--- src/rtl/rob_pkg.sv ---
// Package: shared types of the reorder buffer.
// Assumes: nothing beyond IEEE 1800-2017.
package rob_pkg;

    // What the head slot does in the current cycle.
    typedef enum logic [1:0] {
        HEAD_WAIT   = 2'd0,
        HEAD_COMMIT = 2'd1,
        HEAD_FAULT  = 2'd2
    } head_act_e;

endpackage

--- src/rtl/rob_ring_ptr.sv ---
// Module: head/tail pointer pair of the ring with full/empty decode.
// Assumes: push is never raised together with rewind or flush_all; one slot
// stays unused so head == tail always means empty.
module rob_ring_ptr #(
    parameter int DEPTH = 8,
    parameter int IDX_W = 3
) (
    input  logic             clk,
    input  logic             rst_n,
    input  logic             push,
    input  logic             pop,
    input  logic             flush_all,
    input  logic             rewind,
    input  logic [IDX_W-1:0] rewind_to,
    output logic [IDX_W-1:0] head,
    output logic [IDX_W-1:0] tail,
    output logic             full,
    output logic             empty
);

    localparam logic [IDX_W-1:0] LAST = IDX_W'(DEPTH - 1);

    function automatic logic [IDX_W-1:0] step(input logic [IDX_W-1:0] p);
        return (p == LAST) ? '0 : p + 1'b1;
    endfunction

    // Decode occupancy from the pointer pair.
    always_comb begin
        empty = (head == tail);
        full  = (step(tail) == head);
    end

    // Advance, rewind or collapse the pointers.
    always_ff @(posedge clk) begin
        if (!rst_n) begin
            head <= '0;
            tail <= '0;
        end else if (flush_all) begin
            tail <= head;
        end else begin
            if (pop)
                head <= step(head);
            if (rewind)
                tail <= step(rewind_to);
            else if (push)
                tail <= step(tail);
        end
    end

endmodule

--- src/rtl/rob_slot_array.sv ---
// Module: per-slot storage of the ring (control bits and payload).
// Assumes: at most one completion port names a given slot per cycle;
// squash, clear and free win over a same-cycle completion.
module rob_slot_array #(
    parameter int DEPTH  = 8,
    parameter int IDX_W  = 3,
    parameter int REG_W  = 5,
    parameter int DATA_W = 32,
    parameter int PC_W   = 32,
    parameter int NCMP   = 2
) (
    input  logic                   clk,
    input  logic                   rst_n,
    input  logic                   wr_en,
    input  logic [IDX_W-1:0]       wr_idx,
    input  logic [REG_W-1:0]       wr_dst,
    input  logic [PC_W-1:0]        wr_pc,
    input  logic                   wr_store,
    input  logic [NCMP-1:0]        cmp_valid,
    input  logic [NCMP*IDX_W-1:0]  cmp_tag,
    input  logic [NCMP*DATA_W-1:0] cmp_data,
    input  logic [NCMP-1:0]        cmp_exc,
    input  logic                   clear_all,
    input  logic [DEPTH-1:0]       squash_mask,
    input  logic                   free_en,
    input  logic [IDX_W-1:0]       free_idx,
    input  logic [IDX_W-1:0]       rd_idx,
    output logic [DEPTH-1:0]       vld_vec,
    output logic                   rd_vld,
    output logic                   rd_done,
    output logic                   rd_exc,
    output logic [REG_W-1:0]       rd_dst,
    output logic [PC_W-1:0]        rd_pc,
    output logic                   rd_store,
    output logic [DATA_W-1:0]      rd_data
);

    logic [DEPTH-1:0]        done_vec;
    logic [DEPTH-1:0]        exc_vec;
    logic [DEPTH-1:0]        store_vec;
    logic [DEPTH*REG_W-1:0]  dst_flat;
    logic [DEPTH*PC_W-1:0]   pc_flat;
    logic [DEPTH*DATA_W-1:0] data_flat;

    for (genvar i = 0; i < DEPTH; i++) begin : g_slot
        logic              hit, hit_exc;
        logic [DATA_W-1:0] hit_data;
        logic              vld_q, done_q, exc_q, store_q;
        logic [REG_W-1:0]  dst_q;
        logic [PC_W-1:0]   pc_q;
        logic [DATA_W-1:0] data_q;
        logic              kill;

        // Find a completion port addressing this slot.
        always_comb begin
            hit      = 1'b0;
            hit_exc  = 1'b0;
            hit_data = '0;
            for (int p = 0; p < NCMP; p++) begin
                if (cmp_valid[p] && cmp_tag[p*IDX_W +: IDX_W] == IDX_W'(i)) begin
                    hit      = 1'b1;
                    hit_exc  = cmp_exc[p];
                    hit_data = cmp_data[p*DATA_W +: DATA_W];
                end
            end
            kill = clear_all || squash_mask[i] || (free_en && free_idx == IDX_W'(i));
        end

        // Slot lifecycle: allocate, complete, release.
        always_ff @(posedge clk) begin
            if (!rst_n) begin
                vld_q  <= 1'b0;
                done_q <= 1'b0;
                exc_q  <= 1'b0;
            end else if (kill) begin
                vld_q  <= 1'b0;
            end else if (wr_en && wr_idx == IDX_W'(i)) begin
                vld_q  <= 1'b1;
                done_q <= 1'b0;
                exc_q  <= 1'b0;
            end else if (hit && vld_q) begin
                done_q <= 1'b1;
                exc_q  <= hit_exc;
            end
        end

        // Payload capture at dispatch and at completion.
        always_ff @(posedge clk) begin
            if (wr_en && wr_idx == IDX_W'(i)) begin
                dst_q   <= wr_dst;
                pc_q    <= wr_pc;
                store_q <= wr_store;
            end
            if (hit && vld_q && !kill)
                data_q <= hit_data;
        end

        assign vld_vec[i]                    = vld_q;
        assign done_vec[i]                   = done_q;
        assign exc_vec[i]                    = exc_q;
        assign store_vec[i]                  = store_q;
        assign dst_flat[i*REG_W +: REG_W]    = dst_q;
        assign pc_flat[i*PC_W +: PC_W]       = pc_q;
        assign data_flat[i*DATA_W +: DATA_W] = data_q;
    end

    // Present the slot selected by rd_idx (the head).
    always_comb begin
        rd_vld   = vld_vec[rd_idx];
        rd_done  = done_vec[rd_idx];
        rd_exc   = exc_vec[rd_idx];
        rd_store = store_vec[rd_idx];
        rd_dst   = dst_flat[rd_idx*REG_W +: REG_W];
        rd_pc    = pc_flat[rd_idx*PC_W +: PC_W];
        rd_data  = data_flat[rd_idx*DATA_W +: DATA_W];
    end

endmodule

--- src/rtl/rob_squash_sel.sv ---
// Module: picks the oldest mispredicted branch among the completion ports
// and builds the mask of slots younger than it.
// Assumes: age is measured from head, so a smaller age is older.
module rob_squash_sel #(
    parameter int DEPTH = 8,
    parameter int IDX_W = 3,
    parameter int PC_W  = 32,
    parameter int NCMP  = 2
) (
    input  logic                  en,
    input  logic [IDX_W-1:0]      head,
    input  logic [DEPTH-1:0]      vld_vec,
    input  logic [NCMP-1:0]       cmp_valid,
    input  logic [NCMP*IDX_W-1:0] cmp_tag,
    input  logic [NCMP-1:0]       cmp_mispred,
    input  logic [NCMP*PC_W-1:0]  cmp_target,
    output logic                  take,
    output logic [IDX_W-1:0]      br_idx,
    output logic [PC_W-1:0]       target,
    output logic [DEPTH-1:0]      squash_mask
);

    localparam logic [IDX_W:0] RING = (IDX_W+1)'(DEPTH);

    function automatic logic [IDX_W:0] age_of(input logic [IDX_W-1:0] t,
                                              input logic [IDX_W-1:0] h);
        return (t >= h) ? ({1'b0, t} - {1'b0, h}) : ({1'b0, t} + RING - {1'b0, h});
    endfunction

    logic [IDX_W:0] best_age;

    // Oldest flagged branch on a live slot wins.
    always_comb begin
        take     = 1'b0;
        br_idx   = '0;
        target   = '0;
        best_age = '0;
        for (int p = 0; p < NCMP; p++) begin
            if (en && cmp_valid[p] && cmp_mispred[p] && vld_vec[cmp_tag[p*IDX_W +: IDX_W]]) begin
                if (!take || age_of(cmp_tag[p*IDX_W +: IDX_W], head) < best_age) begin
                    take     = 1'b1;
                    br_idx   = cmp_tag[p*IDX_W +: IDX_W];
                    target   = cmp_target[p*PC_W +: PC_W];
                    best_age = age_of(cmp_tag[p*IDX_W +: IDX_W], head);
                end
            end
        end
    end

    // Every slot strictly younger than the chosen branch is squashed.
    always_comb begin
        for (int i = 0; i < DEPTH; i++)
            squash_mask[i] = take && (age_of(IDX_W'(i), head) > best_age);
    end

endmodule

--- src/rtl/rob_core.sv ---
// Module: reorder buffer top. Ring of DEPTH slots, single in-order retire,
// precise exception flush at the head, squash of younger entries on mispredict.
// Assumes: a tag on a completion port names a slot handed out by disp_tag;
// DEPTH is at least 2.
module rob_core
    import rob_pkg::*;
#(
    parameter int DEPTH  = 8,
    parameter int REG_W  = 5,
    parameter int DATA_W = 32,
    parameter int PC_W   = 32,
    parameter int NCMP   = 2,
    localparam int IDX_W = (DEPTH > 1) ? $clog2(DEPTH) : 1
) (
    input  logic                   clk,
    input  logic                   rst_n,
    input  logic                   disp_valid,
    output logic                   disp_ready,
    input  logic [REG_W-1:0]       disp_dst,
    input  logic [PC_W-1:0]        disp_pc,
    input  logic                   disp_store,
    output logic [IDX_W-1:0]       disp_tag,
    input  logic [NCMP-1:0]        cmp_valid,
    input  logic [NCMP*IDX_W-1:0]  cmp_tag,
    input  logic [NCMP*DATA_W-1:0] cmp_data,
    input  logic [NCMP-1:0]        cmp_exc,
    input  logic [NCMP-1:0]        cmp_mispred,
    input  logic [NCMP*PC_W-1:0]   cmp_target,
    output logic                   ret_valid,
    output logic [REG_W-1:0]       ret_dst,
    output logic [DATA_W-1:0]      ret_data,
    output logic [PC_W-1:0]        ret_pc,
    output logic                   ret_store,
    output logic                   exc_valid,
    output logic [PC_W-1:0]        exc_pc,
    output logic                   redir_valid,
    output logic [PC_W-1:0]        redir_pc,
    output logic                   rob_empty,
    output logic                   rob_full
);

    logic [IDX_W-1:0] head, tail, br_idx;
    logic             full, empty, push, mis_take;
    logic [DEPTH-1:0] vld_vec, squash_mask;
    logic             hd_vld, hd_done, hd_exc, hd_store;
    logic [REG_W-1:0] hd_dst;
    logic [PC_W-1:0]  hd_pc, mis_target;
    logic [DATA_W-1:0] hd_data;
    head_act_e        head_act;

    // Classify the head slot for this cycle.
    always_comb begin
        if (!hd_vld || !hd_done) head_act = HEAD_WAIT;
        else if (hd_exc)         head_act = HEAD_FAULT;
        else                     head_act = HEAD_COMMIT;
    end

    // Dispatch gating: full and either flush block it.
    always_comb begin
        disp_ready = !full && (head_act != HEAD_FAULT) && !mis_take;
        push       = disp_valid && disp_ready;
    end

    rob_ring_ptr #(.DEPTH(DEPTH), .IDX_W(IDX_W)) u_ptr (
        .clk       (clk),
        .rst_n     (rst_n),
        .push      (push),
        .pop       (head_act == HEAD_COMMIT),
        .flush_all (head_act == HEAD_FAULT),
        .rewind    (mis_take),
        .rewind_to (br_idx),
        .head      (head),
        .tail      (tail),
        .full      (full),
        .empty     (empty)
    );

    rob_slot_array #(
        .DEPTH(DEPTH), .IDX_W(IDX_W), .REG_W(REG_W),
        .DATA_W(DATA_W), .PC_W(PC_W), .NCMP(NCMP)
    ) u_slots (
        .clk         (clk),
        .rst_n       (rst_n),
        .wr_en       (push),
        .wr_idx      (tail),
        .wr_dst      (disp_dst),
        .wr_pc       (disp_pc),
        .wr_store    (disp_store),
        .cmp_valid   (cmp_valid),
        .cmp_tag     (cmp_tag),
        .cmp_data    (cmp_data),
        .cmp_exc     (cmp_exc),
        .clear_all   (head_act == HEAD_FAULT),
        .squash_mask (squash_mask),
        .free_en     (head_act == HEAD_COMMIT),
        .free_idx    (head),
        .rd_idx      (head),
        .vld_vec     (vld_vec),
        .rd_vld      (hd_vld),
        .rd_done     (hd_done),
        .rd_exc      (hd_exc),
        .rd_dst      (hd_dst),
        .rd_pc       (hd_pc),
        .rd_store    (hd_store),
        .rd_data     (hd_data)
    );

    rob_squash_sel #(.DEPTH(DEPTH), .IDX_W(IDX_W), .PC_W(PC_W), .NCMP(NCMP)) u_sel (
        .en          (head_act != HEAD_FAULT),
        .head        (head),
        .vld_vec     (vld_vec),
        .cmp_valid   (cmp_valid),
        .cmp_tag     (cmp_tag),
        .cmp_mispred (cmp_mispred),
        .cmp_target  (cmp_target),
        .take        (mis_take),
        .br_idx      (br_idx),
        .target      (mis_target),
        .squash_mask (squash_mask)
    );

    // Drive the retire, fault, redirect and status outputs.
    always_comb begin
        ret_valid   = (head_act == HEAD_COMMIT);
        ret_dst     = hd_dst;
        ret_data    = hd_data;
        ret_pc      = hd_pc;
        ret_store   = hd_store;
        exc_valid   = (head_act == HEAD_FAULT);
        exc_pc      = hd_pc;
        redir_valid = mis_take;
        redir_pc    = mis_target;
        rob_empty   = empty;
        rob_full    = full;
        disp_tag    = tail;
    end

endmodule

--- config.mk ---
export PLATFORM = sky130hd
export DESIGN_NAME = rob_core
export DESIGN_NICKNAME = d
export VERILOG_FILES = /design/src/rtl/rob_pkg.sv /design/src/rtl/rob_ring_ptr.sv /design/src/rtl/rob_slot_array.sv /design/src/rtl/rob_squash_sel.sv /design/src/rtl/rob_core.sv
export SDC_FILE = /design/constraint.sdc
export NUM_CORES = 1
export LEC_CHECK = 0
export ABC_AREA = 1
export BUFFER_PORTS_ARGS = -buffer_cell sky130_fd_sc_hd__buf_2
export CORE_MARGIN = 8
export CORE_UTILIZATION = 24
export CTS_BUF_LIST = sky130_fd_sc_hd__clkbuf_16
export CTS_CLUSTER_SIZE = 8
export DETAILED_ROUTE_END_ITERATION = 10
export GPL_TIMING_DRIVEN = 0
export PLACE_DENSITY = 0.51
export SLEW_MARGIN = 20
export SYNTH_ARGS = -nofsm -noshare
export SYNTH_HDL_FRONTEND = slang
export SYNTH_HIERARCHICAL = 1
export SYNTH_SLANG_ARGS = --single-unit
--- constraint.sdc ---
create_clock -name clk -period 17.1 [get_ports clk]
set_input_delay 0.855 -clock clk [delete_from_list [all_inputs] [get_ports clk]]
set_output_delay 0.855 -clock clk [all_outputs]
set_load 0.05 [all_outputs]
==> impl_metrics.xml, run 1 <==
<?xml version="1.0" encoding="UTF-8"?>
<metrics>
  <group name="run_status">
    <metric name="outcome" unit="">complete, no violations</metric>
  </group>
  <group name="critical_path">
    <metric name="timing.critical_path.to_type" unit="">flop</metric>
    <metric name="reg2reg_slack" unit="ps">9540</metric>
    <metric name="slowest_stage" unit="">dfxtp_1</metric>
    <metric name="arrival" unit="ps">7860</metric>
    <metric name="worstReg2RegStart" unit="">u_ptr/head[0]$_SDFFE_PN0P_</metric>
    <metric name="rr_worst_depth" unit="">33</metric>
    <metric name="worst_ep_required" unit="ps">17400</metric>
    <metric name="path_max_fanout" unit="">19</metric>
    <metric name="startpoint_type" unit="">flop</metric>
    <metric name="worst-setup-path-type" unit="">flop to flop</metric>
    <metric name="cp_slowest_stage_delay" unit="ps">1010</metric>
    <metric name="critical_path.most_common_cell" unit="">nand2_1</metric>
    <metric name="rr_endpoint" unit="">u_slots/g_slot[3].data_q[14]$_DFFE_PP_</metric>
  </group>
  <group name="global_routing">
    <metric name="antenna_found_initial" unit="">22</metric>
    <metric name="via_count_of_the_first_global_routing_pass" unit="">22600</metric>
    <metric name="grt_usage" unit="">0.153</metric>
    <metric name="grt.overflow.total" unit="">0</metric>
    <metric name="largest_net_degree_at_the_start_of_global_routing" unit="">41</metric>
    <metric name="grt_pass1_wl" unit="mm">150</metric>
  </group>
  <group name="finish">
    <metric name="nets_finish" unit="">3435</metric>
    <metric name="final_util" unit="">0.295</metric>
    <metric name="area_growth_syn_to_layout" unit="%">22.3</metric>
    <metric name="finish.cell_count_without_fillers" unit="">4776</metric>
    <metric name="post_route_cells_drive_above_1_share" unit="">0.188</metric>
  </group>
  <group name="power">
    <metric name="power_density" unit="nW/um2">102</metric>
    <metric name="total_leakage_power" unit="nW">13.3</metric>
    <metric name="max-vdd-ir-drop" unit="uV">71.2</metric>
    <metric name="netSwitchingFraction" unit="">0.258</metric>
    <metric name="p_sw" unit="mW">0.910</metric>
    <metric name="p_int" unit="mW">2.61</metric>
    <metric name="power_share_of_the_combinational_group" unit="">0.112</metric>
    <metric name="seq_power_share" unit="">0.460</metric>
    <metric name="clock_power_share" unit="">0.429</metric>
  </group>
  <group name="timing">
    <metric name="slew_headroom" unit="">0.300</metric>
    <metric name="timing.setup.tns" unit="ps">0</metric>
    <metric name="fin_crit_sh" unit="">0.442</metric>
    <metric name="finalCriticalPeriod" unit="ps">7560</metric>
    <metric name="worst_slew_pin_slew" unit="ps">1050</metric>
    <metric name="slew_viol_final" unit="">0</metric>
    <metric name="final.hold.worst_slack" unit="ps">458</metric>
    <metric name="grt_setup_unrepaired" unit="">no</metric>
    <metric name="finalSetupViolCount" unit="">0</metric>
    <metric name="fin_worst_skew" unit="ps">21.1</metric>
    <metric name="setup_ws" unit="ps">9540</metric>
    <metric name="max_freq" unit="MHz">132</metric>
    <metric name="final_hold_violating_endpoints" unit="">0</metric>
  </group>
  <group name="clock_network">
    <metric name="clock_insertion_delay_worst_skew" unit="ps">630</metric>
    <metric name="max-clock-path-buffers" unit="">3</metric>
    <metric name="cts.htree.levels" unit="">3</metric>
    <metric name="numClockSinks" unit="">590</metric>
    <metric name="ctsHoldBuffers" unit="">0</metric>
    <metric name="cts-resized-gates" unit="">0</metric>
    <metric name="cts_inserted_buffers" unit="">84</metric>
    <metric name="cts_tree" unit="">built</metric>
    <metric name="cts_setup_buffers" unit="">0</metric>
    <metric name="ctsRootBufferMaster" unit="">clkbuf_16</metric>
    <metric name="clk_transition_reported_paths" unit="ps">50</metric>
  </group>
  <group name="placement">
    <metric name="hpwl" unit="mm">72.4</metric>
    <metric name="place.gp.congestion" unit="">0.816</metric>
    <metric name="buffer_ports.inserted" unit="">322</metric>
    <metric name="placed_cells" unit="">4661</metric>
    <metric name="dp_slack" unit="ps">9410</metric>
  </group>
  <group name="yosys">
    <metric name="synthDistinctLibCells" unit="">37</metric>
    <metric name="seq_area_frac_synth" unit="">0.616</metric>
    <metric name="largest_cells_by_area_after_synthesis" unit="">edfxtp_1 59%, o22ai_1 8.8%, nand2_1 5.8%, nor2_1 5.1%, o21ai_0 4.9%</metric>
    <metric name="yosysTopAreaCellShare" unit="">0.595</metric>
    <metric name="synth-edff-count" unit="">560</metric>
    <metric name="synth_ff_type" unit="">edfxtp_1</metric>
    <metric name="yosys_warnings" unit="">6</metric>
    <metric name="postSynth.asyncResetShare" unit="">0</metric>
    <metric name="synth_seq_cells" unit="">590</metric>
    <metric name="post_synth.cell_area_avg" unit="um2">10.1</metric>
    <metric name="syn-cell-area" unit="um2">28300</metric>
    <metric name="synth_top_cell_by_area" unit="">edfxtp_1</metric>
    <metric name="synth_cells" unit="">2786</metric>
  </group>
  <group name="floorplan">
    <metric name="die_area" unit="um2">129000</metric>
    <metric name="placeableCoreArea" unit="um2">117000</metric>
    <metric name="chipWidth" unit="um">359</metric>
    <metric name="fp-row-count" unit="">126</metric>
    <metric name="chipHeight" unit="um">359</metric>
    <metric name="io-pin-count" unit="">324</metric>
    <metric name="initial_core_util" unit="">0.241</metric>
  </group>
  <group name="detailed_routing">
    <metric name="top_layer" unit="">met5</metric>
    <metric name="met3_wl_post_dr" unit="mm">7.88</metric>
    <metric name="drt-pass1-iter-count" unit="">5</metric>
    <metric name="detail_route.iter0.violations" unit="">1992</metric>
    <metric name="wirelength_met1" unit="mm">43.9</metric>
    <metric name="vias" unit="">23000</metric>
    <metric name="antenna_left" unit="">0</metric>
    <metric name="drt_drc_violations_left" unit="">0</metric>
    <metric name="routed_wire_length_per_instance" unit="um">21.9</metric>
    <metric name="wirelength" unit="mm">105</metric>
    <metric name="wire_length_on_met2" unit="mm">49.9</metric>
    <metric name="post_drt_via_cell_ratio" unit="">4.82</metric>
  </group>
  <group name="flow_run">
    <metric name="max_cap_violations" unit="">0</metric>
  </group>
  <group name="hold_path">
    <metric name="hold-path-cell-count" unit="">2</metric>
    <metric name="hp-class" unit="">flop to flop</metric>
    <metric name="min-delay-start" unit="">u_slots/g_slot[1].done_q$_SDFFE_PN0P_</metric>
    <metric name="min_delay_worst_endpoint" unit="">u_slots/g_slot[1].done_q$_SDFFE_PN0P_</metric>
  </group>
</metrics>
==> power groups by stage <==
| stage | Sequential [mW] | Clock, mW | Combinational [mW] |
|---|---|---|---|
| after floorplan | 1.65 | 0 | 0.253 |
| after global placement | 1.65 | 0 | 0.389 |
| after detailed placement | 1.65 | 0 | 0.395 |
| after CTS | 1.62 | 1.54 | 0.396 |
| after global routing | 1.62 | 1.59 | 0.421 |
| final | 1.62 | 1.51 | 0.393 |
==> layout by cell type (no fill, tap or decap), types with 3 or more instances in the layout <==
| master | count |
|---|---|
| o21bai_1 | 6 |
| inv_4 | 5 |
| nor2_4 | 4 |
| clkbuf_16 | 85 |
| buf_12 | 11 |
| nand3_2 | 4 |
| nand2_4 | 4 |
| nor2_2 | 5 |
| inv_2 | 21 |
| fa_1 | 4 |
| edfxtp_1 | 560 |
| clkbuf_1 | 87 |
| o21ai_0 | 275 |
| dfxtp_1 | 29 |
| buf_1 | 13 |
| o21ai_1 | 46 |
| clkinv_16 | 3 |
| nand3_1 | 105 |
| nor3_1 | 6 |
| a21oi_1 | 37 |
| nand2_2 | 8 |
| xor2_1 | 10 |
| and3_1 | 3 |
| nand2_1 | 439 |
| inv_1 | 173 |
| nor2_1 | 382 |
| buf_4 | 51 |
| o22ai_1 | 396 |
| or2_2 | 5 |
| buf_2 | 371 |
| buf_16 | 5 |
| ha_1 | 39 |
| o21a_1 | 3 |
| diode_2 | 8 |
| buf_6 | 16 |
==> metal layers <==
layer  vias to the layer above  GRT usage
li1                      10800          -
met1                     11100      0.197
met2                       962      0.257
met3                       162     0.0325
met4                         6     0.0491
met5                         -          0
==> per-stage QoR <==
| step | power [mW] | area [um2] |
|---|---|---|
| floorplan | 1.90 | 28300 |
| global placement | 2.04 | 31800 |
| detailed placement | 2.04 | 32200 |
| CTS | 3.56 | 34600 |
| global route | 3.63 | 34600 |
| finish | 3.52 | 34600 |
==> worst max-delay path: cells and delay by family (launching register included) <==
| kind | cells | cell delay, ps |
|---|---|---|
| adder cells (fa/ha/maj) | 2 | 640 |
| flip-flops | 1 | 1010 |
| buffers and inverters | 9 | 2350 |
| AO/OA/AOI/OAI | 4 | 690 |
| AND/OR/NAND/NOR | 18 | 2480 |
==> cell families (layout without fill, tap and decap cells) <==
logic type | after synthesis | after routing | synth area share
simple gates | 969 | 969 | 0.138
buf+inv | 402 | 847 | 0.0666
compound gates | 769 | 769 | 0.156
flops | 590 | 590 | 0.616
xor+xnor | 12 | 12 | 0.00372
other cells | 1 | 10 | 0.000133
fa+ha+maj | 43 | 43 | 0.0201
==> cell usage after synthesis (8+ instances only) <==
library cell,count
dfxtp_1,30
o21ai_0,275
clkbuf_1,88
nor2_1,385
o21ai_1,46
inv_1,171
buf_6,16
buf_4,51
nand3_1,105
a21oi_1,37
inv_2,13
nand2_1,439
xor2_1,10
nand2_2,8
ha_1,39
buf_1,13
buf_2,49
edfxtp_1,560
o22ai_1,396
==> worst max-delay path by stage <==
stage | start | to | slack, ps | cells past startpoint
5_1_grt | u_ptr/head[0]$_SDFFE_PN0P_ | u_slots/g_slot[4].data_q[13]$_DFFE_PP_ | 8910 | 34
3_5_place_dp | u_ptr/head[0]$_SDFFE_PN0P_ | u_slots/g_slot[4].data_q[13]$_DFFE_PP_ | 9410 | 34
4_1_cts | u_ptr/head[0]$_SDFFE_PN0P_ | u_slots/g_slot[4].data_q[13]$_DFFE_PP_ | 9370 | 34
6_report | u_ptr/head[0]$_SDFFE_PN0P_ | u_slots/g_slot[3].data_q[14]$_DFFE_PP_ | 9540 | 33
2_1_floorplan | u_ptr/head[0]$_SDFFE_PN0P_ | u_slots/g_slot[5].data_q[0]$_DFFE_PP_ | 11500 | 31
3_3_place_gp | u_ptr/head[2]$_SDFFE_PN0P_ | u_slots/g_slot[7].exc_q$_SDFFE_PN0P_ | 7960 | 17
==> registers in the layout (all words and copies together), names as in the netlist <==
register / cells
u_slots/g_slot.data_q: 256
u_slots/g_slot.pc_q: 256
u_slots/g_slot.dst_q: 40
u_slots/g_slot.done_q: 8
u_slots/g_slot.exc_q: 8
u_slots/g_slot.store_q: 8
u_slots/g_slot.vld_q: 8
u_ptr/head: 3
u_ptr/tail: 3
==> cell type report <==
class | instances | area, um2
fillers | 12200 | 82900
flip-flops and latches | 590 | 17400
multi-input cells | 1795 | 9010
clock buffers | 85 | 2130
repair buffers | 338 | 1970
well taps | 1536 | 1920
plain buffers | 217 | 1190
inverters | 185 | 707
clock inverters | 22 | 236
diodes | 8 | 20.0
(Power assumes the default switching activity.)
==> run 2: changes to the inputs <==
==> constraint.sdc (replaced) <==
create_clock -name clk -period 7.08 [get_ports clk]
set_input_delay 0.354 -clock clk [delete_from_list [all_inputs] [get_ports clk]]
set_output_delay 0.354 -clock clk [all_outputs]
set_load 0.05 [all_outputs]
==> run 2 against run 1 <==
Net effect:
- setup slack got worse by 8900 ps
- clock skew is 3.3 ps higher
- routed wire length up 0.16%
- largest power group unchanged
==> impl_metrics.xml, run 2 (synthesis results as in run 1) <==
<?xml version="1.0" encoding="UTF-8"?>
<metrics>
  <group name="run_status">
    <metric name="outcome" unit="">complete, no violations</metric>
  </group>
  <group name="critical_path">
    <metric name="startpoint_type" unit="">flop</metric>
    <metric name="worst_ep_required" unit="ps">7390</metric>
    <metric name="critical_path.most_common_cell" unit="">nand2_1</metric>
    <metric name="arrival" unit="ps">6790</metric>
    <metric name="reg2reg_slack" unit="ps">600</metric>
    <metric name="rr_worst_depth" unit="">28</metric>
    <metric name="path_max_fanout" unit="">21</metric>
    <metric name="cp_slowest_stage_delay" unit="ps">710</metric>
    <metric name="worstReg2RegStart" unit="">u_ptr/head[2]$_SDFFE_PN0P_</metric>
    <metric name="rr_endpoint" unit="">u_slots/g_slot[7].data_q[19]$_DFFE_PP_</metric>
    <metric name="timing.critical_path.to_type" unit="">flop</metric>
    <metric name="slowest_stage" unit="">dfxtp_2</metric>
    <metric name="worst-setup-path-type" unit="">flop to flop</metric>
  </group>
  <group name="timing">
    <metric name="fin_crit_sh" unit="">0.915</metric>
    <metric name="worst_slew_pin_slew" unit="ps">831</metric>
    <metric name="max_freq" unit="MHz">154</metric>
    <metric name="finalSetupViolCount" unit="">0</metric>
    <metric name="timing.setup.tns" unit="ps">0</metric>
    <metric name="fin_worst_skew" unit="ps">24.4</metric>
    <metric name="grt_setup_unrepaired" unit="">no</metric>
    <metric name="slew_viol_final" unit="">0</metric>
    <metric name="finalCriticalPeriod" unit="ps">6480</metric>
    <metric name="final.hold.worst_slack" unit="ps">30.7</metric>
    <metric name="final_hold_violating_endpoints" unit="">0</metric>
    <metric name="slew_headroom" unit="">0.446</metric>
  </group>
  <group name="floorplan">
    <metric name="chipWidth" unit="um">359</metric>
    <metric name="io-pin-count" unit="">324</metric>
    <metric name="die_area" unit="um2">129000</metric>
    <metric name="chipHeight" unit="um">359</metric>
    <metric name="placeableCoreArea" unit="um2">117000</metric>
    <metric name="fp-row-count" unit="">126</metric>
    <metric name="initial_core_util" unit="">0.241</metric>
  </group>
  <group name="finish">
    <metric name="area_growth_syn_to_layout" unit="%">23.6</metric>
    <metric name="mostFrequentLayoutCell" unit="">edfxtp_1</metric>
    <metric name="fillers" unit="">12100</metric>
    <metric name="post_route_cells_drive_above_1_share" unit="">0.187</metric>
    <metric name="stdcell_area" unit="um2">35000</metric>
    <metric name="biggestRegsByFlops" unit="">u_slots/g_slot.data_q (256), u_slots/g_slot.pc_q (256), u_slots/g_slot.dst_q (40)</metric>
    <metric name="layout.cells.most_common_list" unit="">560 x edfxtp_1, 439 x nand2_1, 396 x o22ai_1, 382 x nor2_1, 371 x buf_2</metric>
    <metric name="nets_finish" unit="">3471</metric>
  </group>
  <group name="placement">
    <metric name="buffer_ports.inserted" unit="">322</metric>
    <metric name="postPlaceCellArea" unit="um2">32200</metric>
    <metric name="place.gp.congestion" unit="">0.816</metric>
    <metric name="hpwl" unit="mm">72.4</metric>
  </group>
  <group name="power">
    <metric name="fin_total_pwr" unit="mW">8.53</metric>
    <metric name="max-vdd-ir-drop" unit="uV">173</metric>
    <metric name="total_leakage_power" unit="nW">13.4</metric>
    <metric name="power_density" unit="nW/um2">244</metric>
  </group>
  <group name="detailed_routing">
    <metric name="post_drt_via_cell_ratio" unit="">4.82</metric>
    <metric name="detail_route.iter0.violations" unit="">2067</metric>
    <metric name="routed_wire_length_per_instance" unit="um">21.8</metric>
    <metric name="wirelength" unit="mm">105</metric>
    <metric name="drt_drc_violations_left" unit="">0</metric>
    <metric name="drt-pass1-iter-count" unit="">6</metric>
    <metric name="vias" unit="">23200</metric>
    <metric name="antenna_left" unit="">0</metric>
  </group>
  <group name="clock_network">
    <metric name="cts.htree.levels" unit="">3</metric>
    <metric name="cts_tree" unit="">built</metric>
    <metric name="max-clock-path-buffers" unit="">3</metric>
    <metric name="cts_inserted_buffers" unit="">84</metric>
    <metric name="clock_insertion_delay_worst_skew" unit="ps">640</metric>
    <metric name="numClockSinks" unit="">590</metric>
    <metric name="ctsRootBufferMaster" unit="">clkbuf_16</metric>
    <metric name="clk_transition_reported_paths" unit="ps">50</metric>
  </group>
  <group name="global_routing">
    <metric name="antenna_found_initial" unit="">15</metric>
    <metric name="grt.overflow.total" unit="">0</metric>
    <metric name="grt_usage" unit="">0.153</metric>
    <metric name="grt_pass1_wl" unit="mm">150</metric>
    <metric name="largest_net_degree_at_the_start_of_global_routing" unit="">41</metric>
    <metric name="via_count_of_the_first_global_routing_pass" unit="">22700</metric>
  </group>
  <group name="hold_path">
    <metric name="min_delay_worst_endpoint" unit="">u_slots/g_slot[6].dst_q[0]$_DFFE_PP_</metric>
    <metric name="hp-class" unit="">input port to flop</metric>
    <metric name="hold-path-cell-count" unit="">1</metric>
    <metric name="min-delay-start" unit="">disp_dst[0]</metric>
  </group>
  <group name="flow_run">
    <metric name="max_cap_violations" unit="">0</metric>
  </group>
</metrics>
==> run 2: changes by cell type in the layout (fill, tap and decap cells not counted), moves of 2 or more <==
cell,before,now
diode_2,8,4
dfxtp_1,29,27
inv_4,5,9
clkinv_2,0,2
dlygate4sd3_1,0,34
inv_2,21,15
==> run 2: worst max-delay path, delay by kind of cell, from the launching register on <==
kind / cells / cell delay, ps
buffers and inverters: 6 / 1770
AOI/OAI and AO/OA: 3 / 450
DFF: 1 / 710
adders and majority gates: 2 / 610
and+or+nand+nor: 17 / 2580
==> run 2: worst max-delay path by stage <==
| stage | depth (start not counted) | from | endpoint |
|---|---|---|---|
| final | 28 | u_ptr/head[2]$_SDFFE_PN0P_ | u_slots/g_slot[7].data_q[19]$_DFFE_PP_ |
| after global placement | 17 | u_ptr/head[2]$_SDFFE_PN0P_ | u_slots/g_slot[7].exc_q$_SDFFE_PN0P_ |
| after detailed placement | 34 | u_ptr/head[0]$_SDFFE_PN0P_ | u_slots/g_slot[4].data_q[13]$_DFFE_PP_ |
| after global routing | 28 | u_ptr/head[2]$_SDFFE_PN0P_ | u_slots/g_slot[5].data_q[13]$_DFFE_PP_ |
| after CTS | 33 | u_ptr/head[0]$_SDFFE_PN0P_ | u_slots/g_slot[6].data_q[15]$_DFFE_PP_ |
| after floorplan | 31 | u_ptr/head[0]$_SDFFE_PN0P_ | u_slots/g_slot[5].data_q[0]$_DFFE_PP_ |
==> run 2: per-layer routing <==
| layer | global-route usage | up-vias | wire (um) |
|---|---|---|---|
| li1 | - | 10900 | - |
| met1 | 0.198 | 11200 | 44000 |
| met2 | 0.258 | 945 | 50000 |
| met3 | 0.0311 | 162 | 7850 |
| met4 | 0.0468 | 6 | 2860 |
| met5 | 0 | - | 35 |
==> run 2: area by class of cell <==
cell class                      count  area [um2]  area share
Antenna cell                        4        10.0    0.000286
Buffer                            217        1190      0.0341
Clock buffer                       85        2130      0.0608
Clock inverter                     22         236     0.00676
Inverter                          185         719      0.0206
Multi-Input combinational cell   1795        9010       0.258
Sequential cell                   590       17400       0.498
Tap cell                         1536        1920      0.0550
Timing Repair Buffer              374        2320      0.0665
==> run 2: report_power, final <==
group | internal [mW] | total, mW | leakage (nW) | switching [mW]
logic | 0.255 | 0.967 | 6.87 | 0.711
registers | 3.89 | 3.91 | 5.37 | 0.0197
clock network | 2.18 | 3.65 | 1.20 | 1.48
total | 6.32 | 8.53 | 13.4 | 2.21
==> run 2: metrics by stage <==
stage,std cells,util,setup WS [ps]
after global routing,4805,0.298,104
after floorplan,2787,-,1480
after global placement,4645,0.271,-2060
after detailed placement,4661,0.274,-607
after CTS,4802,0.297,14.2
final,4808,0.298,602
==> run 2: repair_timing <==
item / CTS / global route
endpoints found under the setup margin: 254 / 254
buffers inserted: 0 / 2
hold buffers: 34 / 0
endpoints found under the hold margin: 259 / 0
resized for setup: 7 / 7
